`config.mk`:
```
export PLATFORM = sky130hd
export DESIGN_NAME = gain_switch_ctrl
export DESIGN_NICKNAME = d
export VERILOG_FILES = /design/src/rtl/gsw_pkg.sv /design/src/rtl/gsw_magnitude.sv /design/src/rtl/gsw_hyst_chan.sv /design/src/rtl/gsw_delay_line.sv /design/src/rtl/gain_switch_ctrl.sv
export SDC_FILE = /design/constraint.sdc
export NUM_CORES = 1
export LEC_CHECK = 0
export ABC_AREA = 1
export BUFFER_PORTS_ARGS = -buffer_cell sky130_fd_sc_hd__clkbuf_2
export CELL_PAD_IN_SITES_DETAIL_PLACEMENT = 1
export CELL_PAD_IN_SITES_GLOBAL_PLACEMENT = 1
export CORE_MARGIN = 1
export CORE_UTILIZATION = 36
export DETAILED_ROUTE_END_ITERATION = 10
export PLACE_DENSITY = 0.82
export SYNTH_ARGS = -nofsm -noshare
export SYNTH_HDL_FRONTEND = slang
export SYNTH_HIERARCHICAL = 1
export SYNTH_SLANG_ARGS = --single-unit
```
`constraint.sdc`:
```
create_clock -name clk -period 2.3 [get_ports clk]
set_clock_uncertainty 0.05 [all_clocks]
set_input_delay 0 -clock clk [delete_from_list [all_inputs] [get_ports clk]]
set_output_delay 0 -clock clk [all_outputs]
set_load 0.02 [all_outputs]
```
`src/rtl/gsw_pkg.sv`:
```
// Shared types for the gain-switch controller.
// Assumes: nothing beyond a standard SystemVerilog compiler.
package gsw_pkg;

    // Per-channel hysteresis state: indicator low, indicator held, or countdown running.
    typedef enum logic [1:0] {
        HY_IDLE  = 2'd0,
        HY_HOLD  = 2'd1,
        HY_COUNT = 2'd2
    } hyst_state_e;

endpackage

```
`src/rtl/gsw_magnitude.sv`:
```
// Saturating absolute value of one two's-complement sample.
// The most negative code maps to the largest positive magnitude, so the
// result always fits in SW-1 unsigned bits.
// Assumes: SW >= 2.
module gsw_magnitude #(
    parameter int SW = 14,
    localparam int MW = SW - 1
) (
    input  logic [SW-1:0] smp,
    output logic [MW-1:0] mag
);

    localparam logic [SW-1:0] MOST_NEG = {1'b1, {(SW-1){1'b0}}};

    logic [SW-1:0] negated;

    // Negate the sample and pick the positive form, saturating the most negative code.
    always_comb begin
        negated = (~smp) + SW'(1);
        if (!smp[SW-1]) begin
            mag = smp[MW-1:0];
        end else if (smp == MOST_NEG) begin
            mag = {MW{1'b1}};
        end else begin
            mag = negated[MW-1:0];
        end
    end

endmodule

```
`src/rtl/gsw_hyst_chan.sv`:
```
// Hysteresis engine for one channel.
// It raises the indicator when the magnitude reaches the upper threshold.
// It drops the indicator after dwell+1 consecutive enabled samples below
// the lower threshold. A sample at or above the lower threshold cancels
// a running countdown.
// Assumes: thresholds are static while samples are being judged, and all
// state moves only on clocks with en high.
module gsw_hyst_chan
    import gsw_pkg::*;
#(
    parameter int TW = 13,
    parameter int DW = 16
) (
    input  logic          clk,
    input  logic          rst_n,
    input  logic          en,
    input  logic [TW-1:0] mag,
    input  logic [TW-1:0] upper,
    input  logic [TW-1:0] lower,
    input  logic [DW-1:0] dwell,
    output logic          ind
);

    hyst_state_e   state_q, state_d;
    logic [DW-1:0] cnt_q, cnt_d;
    logic          at_upper;
    logic          below_lower;

    // Compare the magnitude against both thresholds.
    always_comb begin
        at_upper    = (mag >= upper);
        below_lower = (mag < lower);
    end

    // Next state and counter for one enabled sample.
    always_comb begin
        state_d = state_q;
        cnt_d   = cnt_q;
        if (en) begin
            if (at_upper) begin
                state_d = HY_HOLD;
                cnt_d   = '0;
            end else begin
                unique case (state_q)
                    HY_IDLE: begin
                        state_d = HY_IDLE;
                        cnt_d   = '0;
                    end
                    HY_HOLD: begin
                        if (below_lower) begin
                            if (dwell == '0) begin
                                state_d = HY_IDLE;
                                cnt_d   = '0;
                            end else begin
                                state_d = HY_COUNT;
                                cnt_d   = dwell;
                            end
                        end
                    end
                    HY_COUNT: begin
                        if (!below_lower) begin
                            state_d = HY_HOLD;
                            cnt_d   = '0;
                        end else if (cnt_q <= DW'(1)) begin
                            state_d = HY_IDLE;
                            cnt_d   = '0;
                        end else begin
                            cnt_d = cnt_q - DW'(1);
                        end
                    end
                    default: begin
                        state_d = HY_IDLE;
                        cnt_d   = '0;
                    end
                endcase
            end
        end
    end

    // Register the state and counter, clearing both on reset.
    always_ff @(posedge clk) begin
        if (!rst_n) begin
            state_q <= HY_IDLE;
            cnt_q   <= '0;
        end else begin
            state_q <= state_d;
            cnt_q   <= cnt_d;
        end
    end

    // The indicator is high in every state except idle.
    always_comb begin
        ind = (state_q != HY_IDLE);
    end

endmodule

```
`src/rtl/gsw_delay_line.sv`:
```
// Selectable delay of 0 to 2**LW-1 clocks for one indicator bit.
// The shift stages advance on every clock. A select of 0 passes the input
// straight through.
// Assumes: the select is static or changes rarely; a change simply picks
// another tap.
module gsw_delay_line #(
    parameter int LW = 3,
    localparam int DEPTH = (1 << LW) - 1
) (
    input  logic          clk,
    input  logic          rst_n,
    input  logic          din,
    input  logic [LW-1:0] sel,
    output logic          dout
);

    logic [DEPTH:1] stage_q;
    logic [DEPTH:0] taps;

    // Shift the indicator one stage per clock; reset empties the line.
    always_ff @(posedge clk) begin
        if (!rst_n) begin
            stage_q <= '0;
        end else begin
            stage_q <= {stage_q[DEPTH-1:1], din};
        end
    end

    // Tap 0 is the undelayed input and tap k is k clocks old.
    always_comb begin
        taps = {stage_q, din};
        dout = taps[sel];
    end

endmodule

```
`src/rtl/gain_switch_ctrl.sv`:
```
// Top of the hysteretic gain-switch controller.
// It computes the magnitude of each input stream once, and each channel
// picks one stream. Every channel runs its own hysteresis engine and its
// own delay line for the indicator copy.
// Assumes: one input-enable qualifies all streams, and NSTR is a power of two.
module gain_switch_ctrl #(
    parameter int NSTR = 4,
    parameter int NCH  = 4,
    parameter int SW   = 14,
    parameter int DW   = 16,
    parameter int LW   = 3,
    localparam int TW   = SW - 1,
    localparam int SELW = (NSTR > 1) ? $clog2(NSTR) : 1
) (
    input  logic                 clk,
    input  logic                 rst_n,
    input  logic                 smp_valid,
    input  logic [NSTR*SW-1:0]   smp_data,
    input  logic [NCH*SELW-1:0]  cfg_sel,
    input  logic [NCH*TW-1:0]    cfg_upper,
    input  logic [NCH*TW-1:0]    cfg_lower,
    input  logic [NCH*DW-1:0]    cfg_dwell,
    input  logic [NCH*LW-1:0]    cfg_delay,
    output logic [NCH-1:0]       gain_ind,
    output logic [NCH-1:0]       gain_ind_dly
);

    logic [TW-1:0]     str_mag [NSTR];
    logic [NCH*TW-1:0] ch_mag;

    // One magnitude unit per input stream.
    for (genvar s = 0; s < NSTR; s++) begin : g_str
        gsw_magnitude #(.SW(SW)) u_mag (
            .smp (smp_data[s*SW +: SW]),
            .mag (str_mag[s])
        );
    end

    // One selector, hysteresis engine and delay line per channel.
    for (genvar c = 0; c < NCH; c++) begin : g_ch
        logic [SELW-1:0] sel_c;
        logic [TW-1:0]   mag_c;

        // Route the chosen stream's magnitude to this channel.
        always_comb begin
            sel_c = cfg_sel[c*SELW +: SELW];
            mag_c = '0;
            for (int s = 0; s < NSTR; s++) begin
                if (sel_c == SELW'(s)) begin
                    mag_c = str_mag[s];
                end
            end
        end

        assign ch_mag[c*TW +: TW] = mag_c;

        gsw_hyst_chan #(.TW(TW), .DW(DW)) u_hyst (
            .clk   (clk),
            .rst_n (rst_n),
            .en    (smp_valid),
            .mag   (mag_c),
            .upper (cfg_upper[c*TW +: TW]),
            .lower (cfg_lower[c*TW +: TW]),
            .dwell (cfg_dwell[c*DW +: DW]),
            .ind   (gain_ind[c])
        );

        gsw_delay_line #(.LW(LW)) u_dly (
            .clk   (clk),
            .rst_n (rst_n),
            .din   (gain_ind[c]),
            .sel   (cfg_delay[c*LW +: LW]),
            .dout  (gain_ind_dly[c])
        );
    end

endmodule

```
Word-level counts from Yosys, hierarchy flattened
Cells that the tools add are included.

operators by class
  $add $sub $neg = 8
  $lt $le $gt $ge = 16
  equality and inequality tests = 32
  mux-type cells = 80
  bitwise operators = 4
  reductions and logical operators = 20

operators with widths
  kind                   count
  $mux 16                20
  $mux 13                24
  $pmux 16 s2            4
  $le 16x1->1 const B    4
  $logic_not 16->1       4
  $sub 16x1->16 const B  4
  $eq 14x14->1 const B   4
  $add 13x1->13 const B  4
  $ge 13x13->1           4
  $lt 13x13->1           4
  $not 13->13            4
  $mux 2                 20
  $eq 2x2->1 const B     12
  $eq 2x1->1 const B     8
  $lt 3x4->1 const B     4
  $ne 4x3->1 const B     4
  $pmux 2 s2             4
  $bmux 1 s3             4
  $ne 3x1->1 const B     4
  $reduce_and 3->1       4
  $logic_not 2->1        4
  $reduce_and 2->1       4
  $reduce_bool 2->1      4
  $mux 1                 4

word-level totals
  register bits = 100
  input port bits = 247
  output and inout port bits = 8
  logic and storage cells = 172

Longest topological paths before layout
Gate-level depths: netlist of run 1.

  depth after elaboration = 12
  mapped depth = 25
  gate-level depth less buffers = 24

By module
Netlist of run 1, hierarchy kept.

by module, submodules not included
  module                               instances  cells an instance  area an instance (um^2)
  gsw_hyst_chan at g_ch[0].u_hyst ...  3          390                2299.7
  gsw_hyst_chan at g_ch[3].u_hyst      1          386                2225.9
  gain_switch_ctrl                     1          308                1848.0
  gsw_magnitude at g_str[1].u_mag ...  3          88                 440.4
  gsw_delay_line                       4          49                 302.8
  gsw_magnitude at g_str[0].u_mag      1          84                 452.9

Worst setup path after synthesis of run 1
OpenSTA, ideal clock, no wires.

  path type = in2reg
  start point = input smp_data[42]
  end point = register g_ch[0].u_hyst.cnt_q[3]
  library setup time = 126 ps
  arrival time = 2319 ps
  slack = -194 ps
  stages on the path = 25
  path buffers = 1
  cells stage by stage = inv_1 ha_1 nand2_1 nor2_1 nand2_1 nand2_1 nand2_1 nand2_1 nand3_2 nand3_1 nand4_1 ha_1 nand2_1 nand2_1 nand2_1 nand2_1 a21oi_2 nand2_2 nand2_4 nor2_8 nor2_8 buf_12 nor2_2 nor2_1 nor2_2

RTL lines
  what                  line                    source
  start, declared       gain_switch_ctrl.sv:18  input logic [NSTR*SW-1:0] smp_data,
  end signal, assigned  gsw_hyst_chan.sv:87     cnt_q <= cnt_d;
  end, declared         gsw_hyst_chan.sv:25     logic [DW-1:0] cnt_q, cnt_d;

==> impl_metrics.csv, run 1 <==
group,metric,value,unit
grt,grt_use_total,29.5,%
synth,synthTopCellsByArea,"nand2_1, dfxtp_1, nand3_1",
cts,numCtsBuffers,9,
sta,whs,0.0189,ns
flow_run,maxCapViolCount,0,
synth,synth_nets,2779,
worst_setup_path,cp.arrival,3.23,ns
route,wl,63.2,mm
layout,fin_util,51.3,%
sta,drv_slew,0,
synth,synth_cell_types,41,
worst_setup_path,reg2reg_depth,11,
sta,max_freq,337,MHz
route,via_per_inst,5.32,
worst_hold_path,hold_class,"primary input to register",
floorplanning,dieArea,39600,µm²
cts,cts_tree,"built",
synth,syn_area_per_cell,5.80,µm²
floorplanning,ioPinCount,255,
layout,final_area,19500,µm²
layout,area.growth.synth_to_final,39.4,%
worst_setup_path,critPathKind,"primary input to register",
layout,fillers,5209,
synth,yosys.area_share.simple,51.3,%
synth,synthMuxAreaShare,0,%
worst_setup_path,required,2.57,ns
cts,cts_sinks,100,
layout,multiInputGateArea,11000,µm²
sta,timing.final.crit_share,129,%
worst_setup_path,crit-reg2reg-launch,"g_ch[2].u_hyst/cnt_q[0]",
sta,setup_tns,-36.17,ns
synth,synthAdderAreaFrac,11.1,%
power_and_ir_drop,leakage,9.88,nW
worst_setup_path,crit_fanout,6,
sta,hold_viol_final,0,
placed_design,placedCellCount,3301,
sta,rsz0062_at_grt,"yes",
floorplanning,die_y,199,µm
layout,final_layout_size_suffix_gt1_share,32.4,%
grt,grt_pass1_vias,18200,
synth,synth_compound_area_share,6.88,%
sta,finalSetupViolations,72,
placed_design,place_congestion,0.922,
sta,slew_headroom,63.4,%
placed_design,numPortBuffers,254,
synth,yosys_warnings,6,
cts,cts_buffer_depth,2,
power_and_ir_drop,finalPower,6.89,mW
grt,grt_pass1_wl,92.0,mm
power_and_ir_drop,power_per_cell_area,354,nW/µm²
synth,synth_top_area_share,16.2,%
route,routed-via-count,18000,
layout,nNetsFinal,3236,
grt,grt_max_degree,29,
floorplanning,coreArea,37900,µm²
grt,globalRoute.totalOverflow,0,
synth,synthCells,2408,
cts,clkTransAtPathRegs,0.09,ns
sta,worstMarginPinSlew,0.547,ns
sta,period_needed,2.97,ns
route,firstDrtPassIters,7,
floorplanning,fp.dieW,199,µm
worst_setup_path,crit_start,"smp_data[15]",
worst_setup_path,endpoint,"g_ch[0].u_hyst/cnt_q[6]",
route,ant_nets,0,
floorplanning,initial_core_util,36.8,%
cts,clockRootBuffer,"clkbuf_16",
synth,synth-seq-cells,100,
synth,synth_top_family_by_area,"simple AND/OR/NAND/NOR gates",
cts,h-tree-depth,3,
floorplanning,fp-row-count,71,
layout,fin_cells,3383,
route,avgRoutedWirePerCell,18.7,µm
route,first_iter_violations,1014,
route,drc_errors,0,
placed_design,placed_area,17200,µm²
worst_hold_path,worstHoldStart,"cfg_dwell[13]",
outcome,violations,"setup timing",
outcome,outcome,"finished, violations left",
synth,synth_xor_area_share,0.502,%
worst_setup_path,setup.worst_path.start_class,"primary input",
grt,antenna_found_initial,2,
synth,syn_area,14000,µm²
worst_setup_path,crit_path_end_kind,"register",
worst_setup_path,reg2reg_setup_slack,0.15,ns
sta,timing.final.ws_setup,-0.665,ns
placed_design,pre_cts_ws,-0.907,ns
synth,yosysTopAreaCell,"nand2_1",
cts,clk_latency,0.38,ns
synth,ys_seq_area_share,14.3,%
power_and_ir_drop,irDropWorstVdd,0.000362,V
layout,seqCellArea,2000,µm²
placed_design,hpwlAfterDp,45.3,mm
worst_setup_path,r2r_end,"g_ch[2].u_hyst/cnt_q[15]",
worst max-delay path: stages:
cell and delay, ns:
clkbuf_16 0.14, inv_12 0.05, ha_4 0.14, nand2_2 0.09, nor2_4 0.12, nand2_1 0.09, nand3_1 0.33, nand3_4 0.17
nand3_1 0.13, nand4_1 0.19, ha_1 0.38, nand2_1 0.08, nand2_1 0.06, nand2_1 0.07, nand2_1 0.09, a21oi_4 0.21
nand2_4 0.08, nand2_4 0.09, buf_6 0.11, nand4_4 0.13, buf_12 0.21, nor2_4 0.12, nor2_2 0.04, nor2_1 0.09
metal layers:
metal	global-route usage, %	up-vias	share of wire (%)
met5	0	-	0
met1	33.9	8455	38
met3	5.15	278	7.1
li1	-	8539	-
met4	16.8	0	6.8
met2	51.4	710	48
cells in the final DEF, fill, tap and decap left out, types with 29 or more instances in the layout:
master,netlist,routed
nand2_1,601,526
nor2_1,414,362
inv_1,342,323
nand3_1,332,285
clkbuf_2,0,245
buf_4,9,198
ha_1,124,118
dfxtp_1,100,100
nor2_2,55,85
nand4_1,70,70
nand2_2,5,66
o21a_1,56,56
inv_2,48,55
nand3_2,36,44
nand3_4,0,41
a21oi_1,44,34
buf_6,37,29
flip-flops by register name, indices dropped and copies added (netlist names):
signal and count:
g_ch.u_dly/stage_q 28, g_ch.u_hyst/cnt_q 64, g_ch.u_hyst/state_q 8
Yosys cell counts, drive strengths merged:
master  count
nand3     368
nor3        4
and2        3
xor2        8
dfxtp     100
o21ai      33
ha        124
clkbuf      7
o21bai      1
a21oi      48
or2         8
nor2      481
inv       398
a21boi      4
o21a       56
nand4      79
clkinv      4
o211ai      8
nand2     609
buf        65
how the worst min path moves through the flow:
stage / endpoint / depth (start not counted)
finish: g_ch[0].u_hyst/cnt_q[13] / 6
global route: g_ch[0].u_hyst/cnt_q[13] / 6
CTS: g_ch[3].u_hyst/cnt_q[13] / 6
detailed placement: gain_ind_dly[1] / 4
global placement: gain_ind_dly[1] / 4
floorplan: g_ch[0].u_dly/stage_q[3] / 2
cell families (layout without fill, tap and decap cells):
family          Yosys count  after routing
flops                   100            100
fa+ha+maj               124            124
xor+xnor                  8              8
other cells               0              2
compound gates          150            150
simple gates           1552           1554
buf+inv                 474            934
cell type report:
cell class	count	share of cell area [%]
well taps	511	3.29
flip-flops and latches	100	10.3
repair buffers	516	19.9
multi-input cells	1836	56.5
clock buffers	9	1.16
diodes	2	0.0257
inverters	402	8.31
clock inverters	7	0.527
repair_timing:
item / 4_1_cts / 5_1_grt
setup endpoints to repair: 72 / 72
pin swaps: 79 / 137
setup buffers: 26 / 24
endpoints found under the hold margin: 8 / 0
cloned: 4 / 4
gates resized for setup: 166 / 161
hold buffers: 6 / 0
report_power, final:
group	switching, mW	internal [mW]	leakage [nW]
Combinational	2.05	1.36	8.91
Sequential	0.0139	1.75	0.806
Clock	0.824	0.885	0.160
Total	2.89	4.00	9.88
No activity file was read; power rests on OpenSTA's default activity.
==> run 2, diff against run 1 <==
ABC_AREA = not set   (was 1)
CORE_UTILIZATION = 38   (was 36)
PLACE_DENSITY = 0.81   (was 0.82)
==> run 2 against run 1 <==
Compared with the run above: the run ends with hold timing, setup timing left; sequential share of layout area grew 2.0 points; combinational power fell by 2%; critical path depth is 6 lower; register-to-register slack got worse by 0.21 ns; fmax is 25% lower; die area fell by 24%; via count shrank 30%; sequential cell count stayed put; clock power barely moved; synthesized cell count decreased by 45%; largest cell class unchanged.
==> impl_metrics.csv, run 2 <==
group,metric,value,unit
synth,synthTopCellsByCount,"nand2_1, inv_1, ha_1",
floorplanning,die_y,174,µm
synth,ys_seq_area_share,17.8,%
synth,synth-seq-cells,100,
route,via_per_inst,5.85,
sta,hold_viol_final,2,
grt,grt_pass1_wl,70.8,mm
worst_setup_path,required,2.50,ns
route,first_iter_violations,898,
worst_setup_path,critPathTopFamily,"simple AND/OR/NAND/NOR gates",
worst_setup_path,crit_fanout,5,
floorplanning,ioPinCount,255,
layout,largest_register_ffs,64,
synth,synth_top_family_by_area,"simple AND/OR/NAND/NOR gates",
synth,synth_edf_count,0,
synth,yosys_warnings,6,
sta,worstMarginPinSlew,0.593,ns
cts,h-tree-depth,3,
worst_setup_path,crit_path_end_kind,"register",
worst_setup_path,reg2reg_depth,9,
synth,synthMuxAreaShare,14.1,%
cts,cts_buffer_depth,2,
power_and_ir_drop,leakage,7.65,nW
cts,numCtsBuffers,9,
sta,timing.final.crit_share,173,%
synth,synth.most_common_cell,"nand2_1",
power_and_ir_drop,power_per_cell_area,420,nW/µm²
outcome,outcome,"finished, violations left",
flow_run,maxCapViolCount,0,
synth,synthCells,1313,
sta,slew_headroom,59.9,%
outcome,violations,"hold timing, setup timing",
grt,globalRoute.totalOverflow,0,
cts,clkTransAtPathRegs,0.08,ns
synth,synth_top_area_share,17.8,%
worst_setup_path,max_stage_delay,0.54,ns
grt,antenna_found_initial,4,
layout,area.growth.synth_to_final,44.7,%
worst_setup_path,endpoint,"g_ch[0].u_hyst/state_q[0]",
synth,yosysTopAreaCell,"dfxtp_1",
layout,layout_common_cells,"clkbuf_2, buf_4, nand2_1",
cts,cts_tree,"built",
floorplanning,dieArea,30200,µm²
cts,clk_latency,0.36,ns
sta,finalSetupViolations,72,
synth,synthAdderAreaFrac,13.8,%
worst_setup_path,path_cells,"clkbuf_2, inv_6, ha_4, or4b_4, or4b_4, buf_4, o211ai_1, buf_4, mux4_2, ha_1, o21ai_0, a21oi_1, o311a_1, or3_4, buf_6, a21oi_4, nor2b_2, o221a_2",
worst_setup_path,critPathKind,"primary input to register",
sta,period_needed,3.98,ns
grt,grt_max_degree,67,
sta,whs,-0.00656,ns
worst_setup_path,crit-reg2reg-launch,"g_ch[2].u_hyst/cnt_q[0]",
worst_setup_path,reg2reg_setup_slack,-0.06,ns
route,firstDrtPassIters,5,
floorplanning,fp.dieW,174,µm
worst_setup_path,cp.arrival,4.18,ns
layout,reg_top3,"g_ch.u_hyst/cnt_q (64), g_ch.u_dly/stage_q (28), g_ch.u_hyst/state_q (8)",
cts,cts_sinks,100,
placed_design,place_congestion,0.934,
floorplanning,initial_core_util,38.9,%
synth,synth_xor_area_share,6.40,%
cts,clockRootBuffer,"clkbuf_16",
synth,ys.flop_type,"dfxtp_1",
worst_setup_path,path_depth,18,
grt,grt_use_total,29.7,%
route,wl,48.6,mm
route,avgRoutedWirePerCell,22.7,µm
synth,synth_cell_types,57,
layout,regMostFlops,"g_ch.u_hyst/cnt_q",
sta,rsz0062_at_grt,"yes",
synth,syn_area_per_cell,8.54,µm²
worst_setup_path,cp_num_buf_inv,5,
floorplanning,fp-row-count,62,
worst_hold_path,min_path_cells,5,
synth,synth_compound_area_share,17.6,%
sta,drv_slew,0,
placed_design,hpwlAfterDp,34.5,mm
synth,synth_nets,1684,
power_and_ir_drop,irDropWorstVdd,0.000373,V
placed_design,numPortBuffers,254,
worst_setup_path,crit_start,"smp_data[43]",
layout,nNetsFinal,2125,
synth,yosys.area_share.simple,22.6,%
floorplanning,coreArea,28900,µm²
route,ant_nets,0,
route,routed-via-count,12600,
sta,max_freq,252,MHz
worst_setup_path,r2r_end,"g_ch[2].u_hyst/cnt_q[8]",
worst_setup_path,cp_slowest_cell,"or4b_4",
worst_hold_path,hold_class,"primary input to register",
power_and_ir_drop,finalPower,6.83,mW
grt,grt_pass1_vias,13600,
worst_setup_path,setup.worst_path.start_class,"primary input",
sta,timing.final.ws_setup,-1.68,ns
synth,syn_area,11200,µm²
route,drc_errors,0,
layout,mostFrequentLayoutCell,"clkbuf_2",
layout,final_layout_size_suffix_gt1_share,41.9,%
synth,synthTopCellsByArea,"dfxtp_1, ha_1, mux4_2",
synth,async_flop_share,0,%
-- run 2: cell types whose count changed after synthesis, sizes merged, moves of 41 or more --
cell	previous run	this run
a22oi	0	64
nor2b	0	81
xnor2	0	41
o21a	56	0
mux4	0	60
inv	398	133
o21ai	33	106
nand2	609	136
nor2	481	39
nand4	79	4
nand3	368	12
-- run 2: cells by family (layout without fill, tap and decap cells) --
logic type | after synthesis | count (layout)
simple gates | 441 | 441
xor+xnor | 82 | 82
mux | 75 | 75
flops | 100 | 100
buf+inv | 189 | 633
compound gates | 302 | 302
other cells | 0 | 4
fa+ha+maj | 124 | 124
-- run 2: where the power goes --
part	leakage (nW)	switching [mW]	total, mW	internal, mW
clock	0.147	0.704	1.68	0.972
combinational	6.70	1.79	3.35	1.57
sequential	0.807	0.0333	1.80	1.76
total	7.65	2.52	6.83	4.30
-- run 2: cell type report --
type / instances / area (µm²)
antenna: 4 / 10.0
inverter: 133 / 534
clock buffer: 10 / 239
timing repair buffer: 486 / 3480
multi-input combinational: 1024 / 9410
tap: 384 / 480
clock inverter: 4 / 75.1
sequential: 100 / 2000
fill: 3401 / 12600
-- run 2: routing by layer --
layer,vias up,share of wire (%),GRT usage [%]
met5,-,0,0
met2,594,49,51.7
li1,5665,-,-
met4,0,7.4,21.5
met1,6063,39,33.4
met3,236,4.7,3.64
-- run 2: worst min-delay path, stage by stage --
cell	delay, ns
clkbuf_2	0.10
nand2_1	0.07
o21ai_2	0.06
a22oi_2	0.04
nor2b_1	0.10
-- run 2: worst min-delay path by stage --
stage                  startpoint                  endpoint  slack (ns)
floorplan                   rst_n  g_ch[0].u_dly/stage_q[3]        0.07
global placement     cfg_delay[1]           gain_ind_dly[0]        0.32
detailed placement   cfg_delay[1]           gain_ind_dly[0]        0.33
CTS                  cfg_dwell[9]   g_ch[0].u_hyst/cnt_q[9]      0.0007
global route         cfg_dwell[5]   g_ch[0].u_hyst/cnt_q[5]        0.03
finish              cfg_dwell[15]  g_ch[0].u_hyst/cnt_q[15]      -0.007
-- run 2: timing repair --
item                                    in CTS  in global routing
cloned                                       6                  5
buffers inserted                            14                 12
hold endpoints to repair                    24                  0
endpoints found under the setup margin      72                 72
pin swaps                                   30                 58
resized for setup                          124                114
hold buffers                                24                  0
-- run 2: metrics by stage --
step / setup slack [ns] / setup TNS [ns] / cells / utilization (%) / instance area, µm²
3_5_place_dp: -2.12 / -144.34 / 2068 / 49.6 / 14300
4_1_cts: -1.54 / -105.50 / 2126 / 53.8 / 15500
2_1_floorplan: -1.34 / -92.96 / 1313 / - / 11500
5_1_grt: -1.81 / -122.83 / 2145 / 56.3 / 16200
3_3_place_gp: -1.93 / -132.53 / 2068 / 49.6 / 14300
6_report: -1.68 / -114.13 / 2145 / 56.3 / 16200
